==> config.mk <==
export PLATFORM = sky130hd
export DESIGN_NAME = seq_fsmd_core
export DESIGN_NICKNAME = d
export VERILOG_FILES = /design/src/rtl/seq_fsmd_pkg.sv /design/src/rtl/seq_ctrl.sv /design/src/rtl/seq_datapath.sv /design/src/rtl/seq_fsmd_core.sv
export SDC_FILE = /design/constraint.sdc
export NUM_CORES = 1
export LEC_CHECK = 0
export BUFFER_PORTS_ARGS = -buffer_cell sky130_fd_sc_hd__buf_4
export CORE_MARGIN = 2
export CORE_UTILIZATION = 50
export CTS_BUF_LIST = sky130_fd_sc_hd__clkbuf_8
export DETAILED_ROUTE_END_ITERATION = 8
export GPL_TIMING_DRIVEN = 0
export PLACE_DENSITY = 0.79
export SYNTH_ARGS = -nofsm -noshare
export SYNTH_HDL_FRONTEND = slang
export SYNTH_SLANG_ARGS = --single-unit
export TNS_END_PERCENT = 1
==> constraint.sdc <==
create_clock -name clk -period 7.5 [get_ports clk]
set_input_delay 0.75 -clock clk [delete_from_list [all_inputs] [get_ports clk]]
set_output_delay 0.75 -clock clk [all_outputs]
set_load 0.01 [all_outputs]
==> src/rtl/seq_fsmd_pkg.sv <==
package seq_fsmd_pkg;

    typedef enum logic [1:0] {
        PH_ENTRY = 2'd0,
        PH_RISE  = 2'd1,
        PH_FOLD  = 2'd2
    } phase_e;

    typedef enum logic [1:0] {
        SRC_A = 2'd0,
        SRC_B = 2'd1,
        SRC_C = 2'd2
    } src_sel_e;

    typedef struct packed {
        src_sel_e src_sel;
        logic     add_not_sub;
        logic     load_en;
    } ctrl_word_t;

endpackage

==> src/rtl/seq_ctrl.sv <==
module seq_ctrl
    import seq_fsmd_pkg::*;
(
    input  logic       clk,
    input  logic       rst,
    input  logic       diff_pos,
    output ctrl_word_t ctrl,
    output logic [1:0] phase_q
);

    logic [1:0] state_q;
    logic [1:0] state_d;

    // state register
    always_ff @(posedge clk) begin
        if (rst) begin
            state_q <= PH_ENTRY;
        end else begin
            state_q <= state_d;
        end
    end

    // next-state decision from phase and datapath flag
    always_comb begin
        state_d = PH_ENTRY;
        unique case (state_q)
            PH_ENTRY: state_d = diff_pos ? PH_RISE : PH_FOLD;
            PH_RISE:  state_d = PH_FOLD;
            PH_FOLD:  state_d = PH_ENTRY;
            default:  state_d = PH_ENTRY;
        endcase
    end

    // control word per phase
    always_comb begin
        ctrl = '{src_sel: SRC_A, add_not_sub: 1'b1, load_en: 1'b0};
        unique case (state_q)
            PH_ENTRY: ctrl = '{src_sel: SRC_A, add_not_sub: 1'b1, load_en: 1'b1};
            PH_RISE:  ctrl = '{src_sel: SRC_B, add_not_sub: 1'b1, load_en: 1'b1};
            PH_FOLD:  ctrl = '{src_sel: SRC_C, add_not_sub: 1'b0, load_en: 1'b1};
            default:  ctrl = '{src_sel: SRC_A, add_not_sub: 1'b1, load_en: 1'b0};
        endcase
    end

    assign phase_q = state_q;

endmodule

==> src/rtl/seq_datapath.sv <==
module seq_datapath
    import seq_fsmd_pkg::*;
#(
    parameter int DATA_W = 16
) (
    input  logic              clk,
    input  logic              rst,
    input  ctrl_word_t        ctrl,
    input  logic [DATA_W-1:0] opnd_a,
    input  logic [DATA_W-1:0] opnd_b,
    input  logic [DATA_W-1:0] opnd_c,
    input  logic [DATA_W-1:0] opnd_d,
    output logic              diff_pos,
    output logic [DATA_W-1:0] acc_q
);

    localparam int MSB = DATA_W - 1;

    logic [DATA_W-1:0] src_mux;
    logic [DATA_W-1:0] diff;
    logic [DATA_W-1:0] result;

    // source multiplexer in front of the shared subtractor
    always_comb begin
        src_mux = opnd_a;
        unique case (ctrl.src_sel)
            SRC_A:   src_mux = opnd_a;
            SRC_B:   src_mux = opnd_b;
            SRC_C:   src_mux = opnd_c;
            default: src_mux = opnd_a;
        endcase
    end

    // functional unit 1: subtractor against the stored register
    assign diff = src_mux - acc_q;

    // status flag: strictly positive wrapped difference
    assign diff_pos = ~diff[MSB] & (|diff);

    // functional unit 2: add/subtract with the offset operand
    assign result = ctrl.add_not_sub ? (opnd_d + diff) : (opnd_d - diff);

    always_ff @(posedge clk) begin
        if (rst) begin
            acc_q <= '0;
        end else if (ctrl.load_en) begin
            acc_q <= result;
        end
    end

endmodule

==> src/rtl/seq_fsmd_core.sv <==
module seq_fsmd_core
    import seq_fsmd_pkg::*;
#(
    parameter int DATA_W = 16
) (
    input  logic              clk,
    input  logic              rst,
    input  logic [DATA_W-1:0] opnd_a,
    input  logic [DATA_W-1:0] opnd_b,
    input  logic [DATA_W-1:0] opnd_c,
    input  logic [DATA_W-1:0] opnd_d,
    output logic [DATA_W-1:0] acc_q,
    output logic [1:0]        phase_q
);

    ctrl_word_t ctrl;
    logic       diff_pos;

    seq_ctrl u_ctrl (
        .clk      (clk),
        .rst      (rst),
        .diff_pos (diff_pos),
        .ctrl     (ctrl),
        .phase_q  (phase_q)
    );

    seq_datapath #(.DATA_W(DATA_W)) u_dp (
        .clk      (clk),
        .rst      (rst),
        .ctrl     (ctrl),
        .opnd_a   (opnd_a),
        .opnd_b   (opnd_b),
        .opnd_c   (opnd_c),
        .opnd_d   (opnd_d),
        .diff_pos (diff_pos),
        .acc_q    (acc_q)
    );

endmodule

# Word level (Yosys, flattened, before mapping)
# Cells that the tools add are included.
# op_classes
n_bitwise	2
mux	5
n_reduce_logical	2
add_sub_neg	3
n_eq_ne	4
# ops
operator	n
one-hot mux 16 bit (2 select lines)	1
subtractor 16 bit	2
adder 16 bit	1
2-to-1 mux 16 bit	1
OR reduction 16 bit	1
one-hot mux 4 bit (3 select lines)	1
== test 2 x 1 -> 1 bit, second input constant	2
== test 2 bit, second input constant	2
one-hot mux 2 bit (2 select lines)	1
zero test 2 bit	1
2-to-1 mux 2 bit	1
bitwise AND 1 bit	1
inverter 1 bit	1
# totals
inputBits	66
word_cells	18
register_bits	18
out_inout_bits	18

# Logic depth before layout (Yosys ltp)
# logic_depth
depth_word	9
ltp_mapped	25
depth_no_buf	24

# Modules after synthesis
# From an unflattened synthesis, not the netlist that was laid out.
# unflattened
cells_unflattened	403
area_unflattened_um2	2981.6
# by_module_without_submodules
mod	instances	seq_area_each_um2	area_per_inst_um2	cells_per_inst
seq_datapath	1	320.3	2890.3	394
seq_ctrl	1	40.0	91.3	9

# Worst setup path after synthesis
# No wires, ideal clock.
# synth_timing
path_kind	register to register
from	register u_ctrl.state_q[0], in the netlist u_ctrl.phase_q[0]
to	register u_dp.acc_q[14]
required_ns	7.375
synth_period_minus_slack_ns	5.381
stages_incl_launch_ff	25
setup_time_ns	0.125
t_arrival_ns	5.256
path_buffers	1
slack_ns	2.119
path_cell_list	dfxtp_1 inv_1 ha_1 clkbuf_1 nand2_1 o21ai_0 ha_1 inv_1 fa_1 a21oi_1 o21bai_1 xnor2_1 or4b_1 or3_4 o21ai_0 xnor2_1 ha_1 and2_1 a221oi_1 o21ai_0 a41o_1 nor4_1 nor3_1 xor2_1 o2bb2ai_1
# synth_via
elab_chain_cells	7
elab_cells_between_ends	11
cone_classes	3 x add/sub; 4 x eq/ne; 3 x mux; 1 x reduce/logical
# synth_lines
element	line	text
start, declared	seq_ctrl.sv:11	logic [1:0] state_q;
start signal, assigned	seq_ctrl.sv:19	state_q <= state_d;
== test 2 bit, or another cell as far along	seq_ctrl.sv:37	unique case (state_q)
one-hot mux 4 bit (3 select lines) (*)	seq_ctrl.sv:37	
== test 2 bit or == test 2 x 1 -> 1 bit (tied branches)	seq_datapath.sv:26	unique case (ctrl.src_sel)
one-hot mux 16 bit (2 select lines)	seq_datapath.sv:26	
subtractor 16 bit	seq_datapath.sv:35	assign diff = src_mux - acc_q;
subtractor 16 bit or adder 16 bit (tied branches)	seq_datapath.sv:41	assign result = ctrl.add_not_sub ? (opnd_d + diff) : (opnd_d - diff);
2-to-1 mux 16 bit	seq_datapath.sv:41	
end signal, assigned	seq_datapath.sv:47	acc_q <= result;
end, declared	seq_datapath.sv:14	output logic [DATA_W-1:0] acc_q
# Mark *: on every way between the ends. The rest lies on a longest branch, timed or not.
# A chain may end at the register's enable or synchronous reset.

# Worst setup path in the final report
# layout_timing
from	register u_ctrl.state_q[0], in the netlist u_ctrl.phase_q[0]
to	register u_dp.acc_q[13]
# Same word-level chain as after synthesis.

==> impl_metrics.tcl <==
set metrics [dict create \
    design.core.area_um2 5070 \
    fillers 492 \
    initialDrtViolationCount 133 \
    initial_core_util_pct 51.7 \
    synth_area_per_cell_um2 7.31 \
    whs_path_depth 2 \
    holdPathEnd "u_dp.acc_q[14]" \
    row_count 26 \
    wl_per_cell_um 13.6 \
    first_pass_iters 4 \
    synth_ff_type "dfxtp_1" \
    path_clk_slew_ps 60 \
    yosys_warnings 0 \
    yosysTopAreaCellShare_pct 18.6 \
    reg2regPathDepth 24 \
    drv_cap 0 \
    drtAntennaViolNets 0 \
    synth_cell_types 49 \
    vias 2871 \
    required_ps 7620 \
    synth_area_leaders "ha_1, dfxtp_1, xnor2_1" \
    fin_crit_ps 6080 \
    yosysTopAreaCell "ha_1" \
    cp_slowest_stage_delay_ps 540 \
    min_from "u_dp.acc_q[14]" \
    async_reset_ff_share_pct 0 \
    fin_skew_ps 4.87 \
    port_buffers 82 \
    maxSlewViolCount 0 \
    io_pins 84 \
    crit_chain "inv_1, ha_1, clkbuf_1, nand2_1, o21ai_0, ha_1, inv_1, fa_1, a21oi_1, o21bai_1, xnor2_1, or4b_1, or3_4, or4_1, nand2_1, xnor2_1, ha_1, nand4_1, o22ai_1, o41ai_1, xor2_1, nor2_1, a21oi_1, nor2_1" \
    cp-start-kind "register" \
    clock_tree.root_cell "clkbuf_8" \
    crit_type "reg2reg" \
    cts_setup_buffers 0 \
    worst_slew_pin_slew_ps 552 \
    rr_startpoint "u_ctrl.phase_q[0]" \
    clockBufferDepth 2 \
    cts_tree "built" \
    holdBufCountCts 0 \
    nets 553 \
    postSynthCellCount 359 \
    grt_max_degree 11 \
    syn_to_final_growth_pct 28.4 \
    tns_ps 0 \
    ys_seq_area_share_pct 13.7 \
    syn-num-nets 466 \
    vias_per_cell 5.59 \
    r2r-end "u_dp.acc_q[13]" \
    cts_made_buffers 3 \
    drive_above_1_share_pct 20.3 \
    cts.sinks 18 \
    crit_slowest_cell "or4_1" \
    ctsResizeCount 0 \
    synth.most_common_cell "nor2_1" \
    synth-edff-count 0 \
    wl_um 6970 \
    fp.dieH_um 76.5 \
    worstHoldPathType "reg2reg" \
    cp.arrival_ps 6200 \
    status "completed" \
    antenna_cells 0 \
    r2r_slack_ps 1420 \
    ys_top_cells_by_count "nor2_1, a21oi_1, ha_1" \
    fmax_ghz 0.164 \
    critPathTopFamily "simple AND/OR/NAND/NOR gates" \
    rsz0062_at_grt "no" \
    final-setup-viol-count 0 \
    grtUsageTotal_pct 23.7 \
    grt_pass1_wl_um 11600 \
    antenna_found_initial 0 \
    dieWidth_um 76.5 \
    netlist_area_um2 2630 \
    first_global_vias 2821 \
    period_share_pct 81.1 \
    dp_hpwl_um 5880 \
    hold_viol_final 0 \
    endpoint_kind "register" \
    slew_headroom_pct 62.3 \
    die_area_um2 5850 \
    crit_path_frequent_cell "ha_1" \
    synth-seq-cells 18 \
    clk_latency_ps 250 \
    grt_overflow 0 \
    path_max_fanout 10 \
    timing.critical_path.buf_inv 3 \
    h-tree-depth 1 \
    post-route-drc-count 0 \
    gp_congestion 0.862 \
]
## layer usage
metal  GRT usage (%)  share of wire, %
met1            25.4                42
met2            46.9                52
met4            5.64               1.8
met3            4.74               4.1
met5               0                 0
## tightest hold or removal path: stages, from the launching register on
cell	delay [ps]
dfxtp_1	330
nand2_1	70
o2bb2ai_1	60
## through the flow
step	setup WS (ps)	hold slack, ps	instance area (µm²)	instances	utilization [%]
after floorplan	2120	500	2630	359	-
after global placement	1580	505	3330	511	65.6
after detailed placement	1470	504	3330	511	65.6
after CTS	1400	514	3370	514	66.4
after global routing	859	537	3370	514	66.4
final	1420	512	3370	514	66.4
## logic make-up after synthesis
kind of cell	share of synthesized area (%)
flops	13.7
fa+ha+maj	20.1
buf+inv	5.86
xor+xnor	13.3
mux	1.14
simple gates	17.6
compound gates	28.2
## registers in the layout, indices dropped and copies added, names as in the netlist
| signal | count |
|---|---|
| u_ctrl.phase_q | 2 |
| u_dp.acc_q | 16 |
## area by class of cell
| cell class | count | area, µm² | share of cell area, % |
|---|---|---|---|
| Clock buffer | 3 | 41.3 | 1.23 |
| Timing Repair Buffer | 82 | 616 | 18.3 |
| Inverter | 28 | 105 | 3.12 |
| Multi-Input combinational cell | 300 | 2110 | 62.6 |
| Sequential cell | 18 | 360 | 10.7 |
| Buffer | 13 | 48.8 | 1.45 |
| Tap cell | 70 | 87.6 | 2.60 |
## layout by cell type (no fill, tap or decap), types with 16 or more instances in the layout
master and count:
xnor2_1 30, buf_4 82, a22oi_1 16, o21ai_0 19, inv_1 28, nand2_1 20
nor2_1 55, dfxtp_1 18, ha_1 39, a21oi_1 41
## how the worst max path moves through the flow
stage | to | cells past startpoint | start
floorplan | u_dp.acc_q[14] | 24 | u_ctrl.phase_q[0]
global placement | u_dp.acc_q[13] | 24 | u_ctrl.phase_q[0]
global route | u_dp.acc_q[13] | 24 | u_ctrl.phase_q[0]
detailed placement | u_dp.acc_q[13] | 24 | u_ctrl.phase_q[0]
finish | u_dp.acc_q[13] | 24 | u_ctrl.phase_q[0]
CTS | u_dp.acc_q[13] | 24 | u_ctrl.phase_q[0]
Power is left out: the tool's default activity adds up to more than one toggle a clock period on the data nets, which glitch-free logic cannot reach.
